<file path="config.mk">
export PLATFORM = sky130hd
export DESIGN_NAME = ramp_gen
export DESIGN_NICKNAME = d
export VERILOG_FILES = /design/src/rtl/ramp_pkg.sv /design/src/rtl/ramp_cfg.sv /design/src/rtl/ramp_timer.sv /design/src/rtl/ramp_step.sv /design/src/rtl/ramp_gen.sv
export SDC_FILE = /design/constraint.sdc
export NUM_CORES = 1
export LEC_CHECK = 0
export BUFFER_PORTS_ARGS = -buffer_cell sky130_fd_sc_hd__buf_2
export CAP_MARGIN = 20
export CORE_MARGIN = 1
export CORE_UTILIZATION = 60
export DETAILED_ROUTE_END_ITERATION = 12
export PLACE_DENSITY = 0.78
export SKIP_CTS_REPAIR_TIMING = 1
export SLEW_MARGIN = 20
export SYNTH_ARGS = -nofsm -noshare
export SYNTH_HDL_FRONTEND = slang
export SYNTH_HIERARCHICAL = 1
export SYNTH_SLANG_ARGS = --single-unit
export TNS_END_PERCENT = 30
</file>
<file path="constraint.sdc">
create_clock -name clk -period 12.8 [get_ports clk]
set_clock_uncertainty 0.05 [all_clocks]
set_input_delay 1.28 -clock clk [delete_from_list [all_inputs] [get_ports clk]]
set_output_delay 1.28 -clock clk [all_outputs]
set_load 0.02 [all_outputs]
</file>
<file path="src/rtl/ramp_pkg.sv">
package ramp_pkg;
  localparam int unsigned VAL_W  = 32;
  localparam int unsigned RATE_W = 16;
  localparam int unsigned ADDR_W = 3;

  typedef enum logic [1:0] {
    DST_FREQ     = 2'd0,
    DST_PHASE    = 2'd1,
    DST_AMPL     = 2'd2,
    DST_FREQ_ALT = 2'd3
  } dest_e;

  typedef struct packed {
    logic [VAL_W-1:0]  lo;
    logic [VAL_W-1:0]  hi;
    logic [VAL_W-1:0]  up_step;
    logic [VAL_W-1:0]  dn_step;
    logic [RATE_W-1:0] up_rate;
    logic [RATE_W-1:0] dn_rate;
    dest_e             dest;
  } ramp_cfg_t;

  localparam ramp_cfg_t CFG_RST = '{
    lo: '0, hi: '1, up_step: '0, dn_step: '0,
    up_rate: '0, dn_rate: '0, dest: DST_FREQ
  };
endpackage

</file>
<file path="src/rtl/ramp_cfg.sv">
module ramp_cfg
  import ramp_pkg::*;
(
  input  logic              clk,
  input  logic              rst_n,
  input  logic              wr_en,
  input  logic [ADDR_W-1:0] wr_addr,
  input  logic [VAL_W-1:0]  wr_data,
  input  logic              update,
  output ramp_cfg_t         act
);
  ramp_cfg_t shd_q, shd_d, act_q, act_d;
  logic      unused_hi_bits;

  assign unused_hi_bits = ^wr_data[VAL_W-1:2];

  always_comb begin
    shd_d = shd_q;
    if (wr_en) begin
      case (wr_addr)
        3'd0: shd_d.lo      = wr_data;
        3'd1: shd_d.hi      = wr_data;
        3'd2: shd_d.up_step = wr_data;
        3'd3: shd_d.dn_step = wr_data;
        3'd4: begin
          shd_d.up_rate = wr_data[RATE_W-1:0];
          shd_d.dn_rate = wr_data[2*RATE_W-1:RATE_W];
        end
        3'd5: shd_d.dest    = dest_e'(wr_data[1:0]);
        default: ;
      endcase
    end
    act_d = update ? shd_q : act_q;
  end

  always_ff @(posedge clk or negedge rst_n) begin
    if (!rst_n) begin
      shd_q <= CFG_RST;
      act_q <= CFG_RST;
    end else begin
      shd_q <= shd_d;
      act_q <= act_d;
    end
  end

  assign act = act_q;
endmodule

</file>
<file path="src/rtl/ramp_timer.sv">
module ramp_timer #(
  parameter int unsigned RATE_W = 16
) (
  input  logic              clk,
  input  logic              rst_n,
  input  logic              en,
  input  logic [RATE_W-1:0] rate,
  output logic              fire
);
  logic [RATE_W-1:0] cnt_q, cnt_d;

  assign fire = en && (cnt_q == '0);

  always_comb begin
    cnt_d = cnt_q;
    if (en) cnt_d = (cnt_q == '0) ? rate : cnt_q - 1'b1;
  end

  always_ff @(posedge clk or negedge rst_n) begin
    if (!rst_n) cnt_q <= '0;
    else        cnt_q <= cnt_d;
  end
endmodule

</file>
<file path="src/rtl/ramp_step.sv">
module ramp_step
  import ramp_pkg::*;
(
  input  logic [VAL_W-1:0] cur,
  input  logic             rising,
  input  ramp_cfg_t        cfg,
  output logic [VAL_W-1:0] nxt
);
  logic [VAL_W:0]   sum;
  logic [VAL_W-1:0] diff;
  logic             borrow;

  always_comb begin
    sum           = {1'b0, cur} + {1'b0, cfg.up_step};
    {borrow, diff} = {1'b0, cur} - {1'b0, cfg.dn_step};
    if (rising) begin
      if (cur >= cfg.hi || sum > {1'b0, cfg.hi}) nxt = cfg.hi;
      else                                        nxt = sum[VAL_W-1:0];
    end else begin
      if (cur <= cfg.lo || borrow || diff < cfg.lo) nxt = cfg.lo;
      else                                          nxt = diff;
    end
  end
endmodule

</file>
<file path="src/rtl/ramp_gen.sv">
module ramp_gen
  import ramp_pkg::*;
#(
  parameter int unsigned PHASE_W = 16,
  parameter int unsigned AMPL_W  = 14
) (
  input  logic              clk,
  input  logic              rst_n,
  input  logic              wr_en,
  input  logic [ADDR_W-1:0] wr_addr,
  input  logic [VAL_W-1:0]  wr_data,
  input  logic              update,
  input  logic              ramp_dir,
  input  logic              ramp_hold,
  output logic [VAL_W-1:0]  ramp_out,
  output logic [VAL_W-1:0]  param_out,
  output logic              at_limit
);
  localparam int unsigned N_DIR = 2;

  logic             rst_s1, rst_s2, core_rst_n;
  ramp_cfg_t        act_cfg;
  logic [N_DIR-1:0] fire_vec;
  logic             step_en;
  logic [VAL_W-1:0] ramp_q, ramp_d, step_val;

  // asynchronous assert, synchronous release
  always_ff @(posedge clk or negedge rst_n) begin
    if (!rst_n) {rst_s2, rst_s1} <= 2'b00;
    else        {rst_s2, rst_s1} <= {rst_s1, 1'b1};
  end
  assign core_rst_n = rst_s2;

  ramp_cfg u_cfg (
    .clk(clk), .rst_n(core_rst_n), .wr_en(wr_en), .wr_addr(wr_addr),
    .wr_data(wr_data), .update(update), .act(act_cfg)
  );

  // index 1 = rising interval, index 0 = falling interval
  for (genvar g = 0; g < N_DIR; g++) begin : g_tmr
    ramp_timer #(.RATE_W(RATE_W)) u_tmr (
      .clk  (clk),
      .rst_n(core_rst_n),
      .en   (!ramp_hold && (ramp_dir == (g == 1))),
      .rate ((g == 1) ? act_cfg.up_rate : act_cfg.dn_rate),
      .fire (fire_vec[g])
    );
  end

  assign step_en = |fire_vec;

  ramp_step u_step (
    .cur(ramp_q), .rising(ramp_dir), .cfg(act_cfg), .nxt(step_val)
  );

  always_comb begin
    ramp_d = ramp_q;
    if (step_en) ramp_d = step_val;
  end

  always_ff @(posedge clk or negedge core_rst_n) begin
    if (!core_rst_n) ramp_q <= CFG_RST.lo;
    else             ramp_q <= ramp_d;
  end

  always_comb begin
    case (act_cfg.dest)
      DST_PHASE: param_out = VAL_W'(ramp_q[VAL_W-1 -: PHASE_W]);
      DST_AMPL:  param_out = VAL_W'(ramp_q[VAL_W-1 -: AMPL_W]);
      default:   param_out = ramp_q;
    endcase
  end

  assign ramp_out = ramp_q;
  assign at_limit = ramp_dir ? (ramp_q == act_cfg.hi) : (ramp_q == act_cfg.lo);
endmodule

</file>
# --- After elaboration in Yosys (flattened, before gate mapping) ---
# Index checks and enable logic that the tools add are counted.
op_classes:
  add_sub_neg: 4
  multipliers: 0
  div_mod_pow: 0
  magnitude_cmp: 4
  n_eq_ne: 9
  n_shift: 0
  muxes: 7
  bitwise_logic: 1
  reduce_logical: 18
ops:
  columns: ["operator", "count"]
  rows:
  - ["$mux W32", 3]
  - ["$eq A32 B32 Y1", 2]
  - ["$pmux W32 S2", 1]
  - ["$add A32 B32 Y33", 1]
  - ["$gt A33 B32 Y1", 1]
  - ["$sub A32 B32 Y33", 1]
  - ["$ge A32 B32 Y1", 1]
  - ["$le A32 B32 Y1", 1]
  - ["$logic_not A16 Y1", 2]
  - ["$lt A32 B32 Y1", 1]
  - ["$mux W16", 2]
  - ["$sub A16 B1 Y16 const B", 2]
  - ["$reduce_and A2 Y1", 6]
  - ["$eq A3 B2 Y1 const B", 2]
  - ["$eq A3 B3 Y1 const B", 2]
  - ["$logic_and A1 B1 Y1", 4]
  - ["$eq A3 B1 Y1 const B", 1]
  - ["$logic_not A3 Y1", 1]
  - ["$logic_or A1 B1 Y1", 3]
  - ["$eq A2 B1 Y1 const B", 1]
  - ["$eq A2 B2 Y1 const B", 1]
  - ["$reduce_or A2 Y1", 1]
  - ["$logic_not A1 Y1", 1]
  - ["$mux W1", 1]
  - ["$not A1 Y1", 1]
totals:
  reg_bits: 390
  latchBits: 0
  mem_bits_rw: 0
  rom_bits: 0
  wordCells: 62
  n_memories: 0

# --- Longest topological paths before layout ---
# Gate-level depths: netlist (run 1).
depth:
  word_depth: 5
  depth_mapped: 25
  mapped_depth_nobuf: 24

# --- Cells and area by module ---
# Netlist (run 1), hierarchy kept.
modules_own_cells:
  columns: ["module", "n_inst", "cells_per_inst", "area_each_um2", "seq_area_each_um2"]
  rows:
  - ["ramp_cfg", 1, 690, 12416.9, 8187.9]
  - ["ramp_step", 1, 957, 7239.4, 0.0]
  - ["ramp_gen", 1, 224, 2356.0, 850.8]
  - ["ramp_timer", 2, 123, 1089.8, 400.4]

# --- Worst setup path before layout (run 1) ---
# No wires, ideal clock.
synth_path:
  kind: "flip-flop to flip-flop"
  from: "reg ramp_q[0] (netlist: ramp_out[0])"
  to: "reg ramp_q[21] (netlist: ramp_out[21])"
  setup_ns: 0.125
  t_arrival_ns: 4.950
  t_required_ns: 12.625
  setup_slack_ns: 7.675
  stages_incl_launch_ff: 25
  synth_period_minus_slack_ns: 5.125
  path_cell_list: "dfrtp_1 -> ha_1 -> fa_1 -> a211oi_1 -> o211ai_1 -> nor4b_1 -> o311ai_1 -> a21oi_1 -> a211oi_1 -> nor2_1 -> a311oi_1 -> ha_1 -> a21oi_1 -> o21ai_0 -> a21oi_1 -> o21a_1 -> o21ai_0 -> a21oi_1 -> nor2_1 -> or3_1 -> buf_2 -> buf_4 -> mux2i_1 -> mux2i_1 -> mux2_2"
synth_between:
  elab_chain_len: 5
synth_rtl:
  columns: ["element", "line_no", "rtl"]
  rows:
  - ["start, declared", "ramp_gen.sv:25", "logic [VAL_W-1:0] ramp_q, ramp_d, step_val;"]
  - ["start signal, assigned", "ramp_gen.sv:62", "if (!core_rst_n) ramp_q <= CFG_RST.lo;"]
  - ["start signal, assigned", "ramp_gen.sv:63", "else ramp_q <= ramp_d;"]
  - ["$add A32 B32 Y33, or another cell as far along", "ramp_step.sv:14", "sum = {1'b0, cur} + {1'b0, cfg.up_step};"]
  - ["$gt A33 B32 Y1, or another cell as far along", "ramp_step.sv:17", "if (cur >= cfg.hi || sum > {1'b0, cfg.hi}) nxt = cfg.hi;"]
  - ["$logic_or A1 B1 Y1, on equally long branches", "ramp_step.sv:17, ramp_step.sv:20", null]
  - ["$mux W32, on equally long branches", "ramp_step.sv:17, ramp_step.sv:20", null]
  - ["$mux W32 (*)", "ramp_step.sv:16", "if (rising) begin"]
  - ["via step_val[21]", "ramp_gen.sv:25", null]
# Mark *: on every way through the listed nets, which the timed path passes. The rest lies on a longest branch.
# A chain may end at the register's enable or synchronous reset.

# --- Final worst setup path (run 1) ---
layout_path:
  from: "reg ramp_q[0] (netlist: ramp_out[0])"
  to: "reg ramp_q[26] (netlist: ramp_out[26])"
# The elaborated chain is that of the path after synthesis.

==> results of run 1 <==
## flip-flops by register name, summed over array words and instances (netlist names)
name               cells
rst_s1                 1
g_tmr.u_tmr/cnt_q     32
u_cfg/shd_q          162
ramp_out              32
u_cfg/act            162
core_rst_n             1
## final cells by class
type,instances,area (um2),share of cell area
well taps,525,657,0.0248
flip-flops and latches,390,9840,0.371
clock buffers,60,1230,0.0464
inverters,135,507,0.0191
multi-input cells,1510,13300,0.502
repair buffers,124,701,0.0264
clock inverters,19,264,0.00996
## stage by stage
stage          instances  utilization  setup WS (ns)  hold WS, ns  instance area, um2
5_1_grt             2763        0.667           5.63        0.305               26500
6_report            2763        0.667           5.85        0.244               26500
2_1_floorplan       2117            -           1.19        0.281               24200
3_3_place_gp        2682        0.629           6.15        0.269               25000
3_5_place_dp        2683        0.630           6.13        0.269               25000
4_1_cts             2762        0.667           6.08        0.275               26500
## synth_stat cells, types with 12 or more instances
cell type,count,share of area
nor2_1,64,0.0099
inv_1,135,0.021
o21ai_0,85,0.018
ha_1,197,0.10
nand4_1,35,0.0091
dfstp_2,64,0.070
xnor2_1,65,0.024
xor2_1,23,0.0083
nor3_1,12,0.0025
clkbuf_1,24,0.0037
buf_2,27,0.0056
buf_6,16,0.0074
nor4_1,12,0.0031
a211oi_1,17,0.0053
nor2b_1,20,0.0052
dfrtp_1,326,0.34
mux2i_1,134,0.055
mux2_2,300,0.14
a22oi_1,20,0.0062
mux2_4,50,0.031
nand3_1,34,0.0070
nand2_1,83,0.013
and2_1,21,0.0054
a21o_1,48,0.015
o211ai_1,12,0.0037
a21oi_1,105,0.022
## where the power goes
part	switching [mW]	internal [mW]
clock	0.529	0.777
sequential	0.295	1.55
combinational	1.22	0.957
## per-layer routing
metal,vias to the layer above,part of all wire
li1,7887,-
met1,8883,0.44
met2,677,0.45
met3,116,0.077
met4,2,0.033
met5,-,0.00021
## worst max-delay path, delay by kind of cell, from the launching register on
family	cells	cell delay (ns)
AOI/OAI and AO/OA	6	2.11
adders and majority gates	3	0.96
and+or+nand+nor	8	2.45
DFF	1	0.44
muxes	3	0.80
## logic make-up after synthesis
kind of cell / synth area share
fa+ha+maj: 0.104
compound gates: 0.109
mux: 0.229
simple gates: 0.0753
buf+inv: 0.0450
other cells: 0.000155
xor+xnor: 0.0319
flops: 0.407
## placed cells by master, fill, tap and decap left out, drive strengths merged, types with 22 or more instances in the layout
cell type / n
a21o: 48
a21oi: 109
and2: 22
buf: 124
clkbuf: 60
dfrtp: 326
dfstp: 64
ha: 197
inv: 135
mux2: 356
mux2i: 134
nand2: 83
nand3: 36
nand4: 35
nor2: 64
o21ai: 97
xnor2: 65
xor2: 23
## worst min path at each step
stage                                                end  slack (ns)  cells after the start
floorplan                           core_rst_n$_DFF_PN0_        0.28                      0
global placement               u_cfg/act[12]$_DFFE_PN0P_        0.27                      0
detailed placement   g_tmr[0].u_tmr/cnt_q[8]$_DFFE_PN0P_        0.27                      0
CTS                 g_tmr[0].u_tmr/cnt_q[11]$_DFFE_PN0P_        0.28                      0
global route        g_tmr[0].u_tmr/cnt_q[11]$_DFFE_PN0P_        0.30                      0
finish               g_tmr[0].u_tmr/cnt_q[8]$_DFFE_PN0P_        0.24                      0
==> impl_metrics.tcl, run 1 <==
set metrics [dict create \
    place_hpwl_um 47900 \
    rr_endpoint "ramp_out[26]$_DFFE_PN0P_" \
    area_growth_pct 9.62 \
    max_slew_margin 0.222 \
    vias 17600 \
    synth.distinct_cells 78 \
    syn_area_um2 24200 \
    finalPower_mw 5.33 \
    gr-usage-all-layers 0.330 \
    crit_type "reg -> reg" \
    max_freq_mhz 144 \
    use_met3 0.0604 \
    synth_seq_area_share 0.407 \
    syn-instance-count 2117 \
    num_io_pins 106 \
    core_um2 39700 \
    required_ns 13.22 \
    gr-usage-met1 0.462 \
    slew_viol_final 0 \
    drt_first_iter_violations 1492 \
    clock_sinks 390 \
    period_share 0.543 \
    synth_edf_count 0 \
    syn-num-nets 2357 \
    endpoint_kind "flop" \
    cp_max_fo 32 \
    crit_chain "ha_1 -> fa_1 -> a211oi_1 -> o211ai_1 -> nor4b_1 -> o311ai_1 -> a21oi_1 -> a211oi_1 -> nor2_1 -> a311oi_1 -> ha_1 -> nand4_1 -> nor4_1 -> nand3_1 -> nor3_1 -> nor2_1 -> or3_2 -> mux2i_1 -> mux2i_1 -> mux2_2" \
    grt_max_degree 107 \
    root_buffer "clkbuf_16" \
    detail-route-antenna-nets 0 \
    fillers 2995 \
    r2r_slack_ns 5.85 \
    cts_buffer_depth 3 \
    drc 0 \
    io_buffers 105 \
    tightest_slew_ns 1.17 \
    die_height_um 203 \
    critPathSlowestCell "or3_2" \
    hold_path.class "reg -> async" \
    clkLatencyLatePin_ns 0.58 \
    drv_cap 0 \
    routed_wirelength_um 67000 \
    drive_gt1_frac 0.287 \
    rows 73 \
    finalCriticalPeriod_ns 6.95 \
    timing.rr.start "ramp_out[0]$_DFFE_PN0P_" \
    cts_buffers 43 \
    yosys_warnings 6 \
    max_stage_delay_ns 0.95 \
    met2_usage 0.512 \
    insertedDiodeCount 0 \
    rsz0062_at_grt "no" \
    grt_pass1_wl_um 104000 \
    detail_route.first_pass.iterations 5 \
    grt_busiest_layer "met2" \
    startpoint "ramp_out[0]$_DFFE_PN0P_" \
    ys.flop_type "dfrtp_1" \
    nNetsFinal 2444 \
    async_reset_ff_frac 1.00 \
    grt_remaining_overflow 0 \
    crit_end "ramp_out[26]$_DFFE_PN0P_" \
    grt_pass1_vias 17800 \
    dieArea_um2 41100 \
    status "complete, no violations" \
    hold_violations 0 \
    crit_path_start_kind "flop" \
    ir_drop_v 0.000127 \
    cts.clk_slew.worst_paths_ns 0.06 \
    h-tree-depth 2 \
    p_per_area_nw_per_um2 201 \
    post_synth.cell_area_avg_um2 11.4 \
    tritoncts "yes" \
    gp_congestion 1.00 \
    ff2ff_path_depth 20 \
    setup_tns_ns 0 \
    synth.ff_latch_count 390 \
    wl_per_cell_um 24.2 \
    die_w_um 203 \
    p_leak_nw 12.4 \
    setup_viol 0 \
    antenna_found_initial 2 \
    cp_data_arrival_time_ns 7.37 \
    start_util 0.609 \
    avgViaCountPerCell 6.36 \
]
No activity file was read; power rests on OpenSTA's default activity.
==> run 2, diff against run 1 <==
--- a/config.mk
+++ b/config.mk
@@ -8,7 +8,7 @@
 export BUFFER_PORTS_ARGS = -buffer_cell sky130_fd_sc_hd__buf_2
 export CAP_MARGIN = 20
 export CORE_MARGIN = 1
-export CORE_UTILIZATION = 60
+export CORE_UTILIZATION = 57
 export DETAILED_ROUTE_END_ITERATION = 12
 export PLACE_DENSITY = 0.78
 export SKIP_CTS_REPAIR_TIMING = 1
==> constraint.sdc (replaced) <==
create_clock -name clk -period 6.1 [get_ports clk]
set_clock_uncertainty 0.05 [all_clocks]
set_input_delay 0.61 -clock clk [delete_from_list [all_inputs] [get_ports clk]]
set_output_delay 0.61 -clock clk [all_outputs]
set_load 0.02 [all_outputs]
==> impl_metrics.tcl, run 2 (synthesis gave the netlist of run 1 again) <==
set metrics [dict create \
    status "finished with violations" \
    violations "DRC" \
    mostFrequentLayoutCell "dfrtp_1" \
    finalPower_mw 11.2 \
    tritoncts "yes" \
    hold_violations 0 \
    cts_buffers 43 \
    finalCriticalPeriod_ns 5.97 \
    max_slew_margin 0.299 \
    routed_wirelength_um 65900 \
    io_buffers 105 \
    insertedDiodeCount 0 \
    core_um2 41900 \
    vias 17600 \
    required_ns 6.50 \
    ir_drop_v 0.000221 \
    gr-usage-met1 0.445 \
    cts_buffer_depth 3 \
    gr-usage-all-layers 0.307 \
    die_w_um 208 \
    layoutNonFillerInstCount 2819 \
    drt_first_iter_violations 1746 \
    area_growth_pct 11.3 \
    num_io_pins 106 \
    final_cell_mix "325 x dfrtp_1, 300 x mux2_2, 197 x ha_1, 135 x inv_1, 134 x mux2i_1" \
    grt_max_degree 188 \
    p_leak_nw 12.6 \
    cp_data_arrival_time_ns 6.37 \
    wl_per_cell_um 23.4 \
    start_util 0.577 \
    drv_cap 0 \
    max_freq_mhz 168 \
    gp_congestion 0.946 \
    clkLatencyLatePin_ns 0.59 \
    place_hpwl_um 47700 \
    root_buffer "clkbuf_16" \
    slew_viol_final 0 \
    drive_gt1_frac 0.306 \
    met2_usage 0.485 \
    dieArea_um2 43300 \
    placedCellCount 2733 \
    p_sw_mw 4.28 \
    grt_pass1_wl_um 104000 \
    nNetsFinal 2487 \
    final_util 0.642 \
    cp_max_fo 9 \
    p_clk_frac 0.231 \
    grt_busiest_layer "met2" \
    setup_viol 0 \
    p_seq_frac 0.345 \
    grt_remaining_overflow 0 \
    power.internal_mw 6.89 \
    combinationalPowerShare 0.424 \
    period_share 0.979 \
    p_per_area_nw_per_um2 415 \
    antenna_found_initial 3 \
    detail_route.first_pass.iterations 10 \
    crit_path_start_kind "flop" \
    use_met3 0.0411 \
    grt_pass1_vias 17900 \
    setup_tns_ns 0 \
    cts.clk_slew.worst_paths_ns 0.06 \
    p_sw_frac 0.383 \
    whs_ns 0.279 \
    rows 75 \
    detail-route-antenna-nets 0 \
    h-tree-depth 2 \
    die_height_um 208 \
    tightest_slew_ns 1.05 \
    hold_path.class "in -> reg" \
    clock_sinks 390 \
    crit_type "reg -> reg" \
    endpoint_kind "flop" \
    drc 2 \
    avgViaCountPerCell 6.24 \
]
-- run 2: cell types whose count changed in the layout (fill, tap and decap cells not counted), sizes merged --
cell | previous run | this run
bufinv | 5 | 2
clkinvlp | 4 | 1
inv | 135 | 137
dlygate4sd3 | 0 | 1
clkinv | 10 | 15
buf | 124 | 164
-- run 2: path summary, 6_finish.rpt --
kind | slack [ns] | cells after the start | end | start
max | 0.13 | 24 | ramp_out[26]$_DFFE_PN0P_ | ramp_out[1]$_DFFE_PN0P_
min | 0.28 | 2 | u_cfg/shd_q[76]$_DFFE_PN0P_ | wr_data[10]
max reg2reg | 0.13 | 24 | ramp_out[26]$_DFFE_PN0P_ | ramp_out[1]$_DFFE_PN0P_
min reg2reg | 0.30 | 0 | core_rst_n$_DFF_PN0_ | rst_s1$_DFF_PN0_
max in group asynchronous | 4.11 | 1 | u_cfg/shd_q[130]$_DFFE_PN0P_ | core_rst_n$_DFF_PN0_
min in group asynchronous | 0.30 | 2 | rst_s1$_DFF_PN0_ | rst_n
-- run 2: layout make-up --
class	instances	area [um2]
clock inverter	20	179
sequential	390	9840
fill	3268	15000
tap	539	674
clock buffer	58	1220
multi-input combinational	1510	13400
inverter	135	507
timing repair buffer	167	1100
-- run 2: routing by layer --
metal	share of wire	routed length, um
met1	0.47	30700
met2	0.46	30100
met3	0.058	3810
met4	0.019	1240
met5	0.00020	13
-- run 2: through the flow --
| stage | cell area [um2] | setup slack (ns) |
|---|---|---|
| 2_1_floorplan | 24200 | 0.975 |
| 4_1_cts | 26700 | -0.111 |
| 3_5_place_dp | 25300 | -0.0452 |
| 3_3_place_gp | 25300 | 0.181 |
| 6_report | 26900 | 0.130 |
| 5_1_grt | 26900 | -0.00780 |
-- run 2: critical path, stage by stage (launching register included) --
cell      delay (ns)
dfrtp_1         0.40
buf_4           0.19
ha_1            0.34
a211oi_1        0.29
o21bai_1        0.22
o41ai_2         0.37
buf_4           0.19
a21oi_1         0.06
buf_4           0.18
a31oi_1         0.28
o21ai_0         0.30
xor2_1          0.25
ha_1            0.23
a21o_1          0.15
a21o_1          0.17
a21oi_1         0.23
o21a_1          0.17
o21ai_0         0.17
a21oi_1         0.20
nor2_1          0.06
or3_2           0.50
buf_4           0.23
mux2i_1         0.22
mux2i_1         0.11
mux2_2          0.27
-- run 2: power groups by stage --
stage / Sequential, mW / Clock, mW / Combinational [mW]
2_1_floorplan: 3.68 / 0 / 3.35
3_3_place_gp: 3.85 / 0 / 4.38
3_5_place_dp: 3.88 / 0 / 4.49
4_1_cts: 3.84 / 2.63 / 4.53
5_1_grt: 3.93 / 2.73 / 5.15
6_report: 3.85 / 2.58 / 4.74
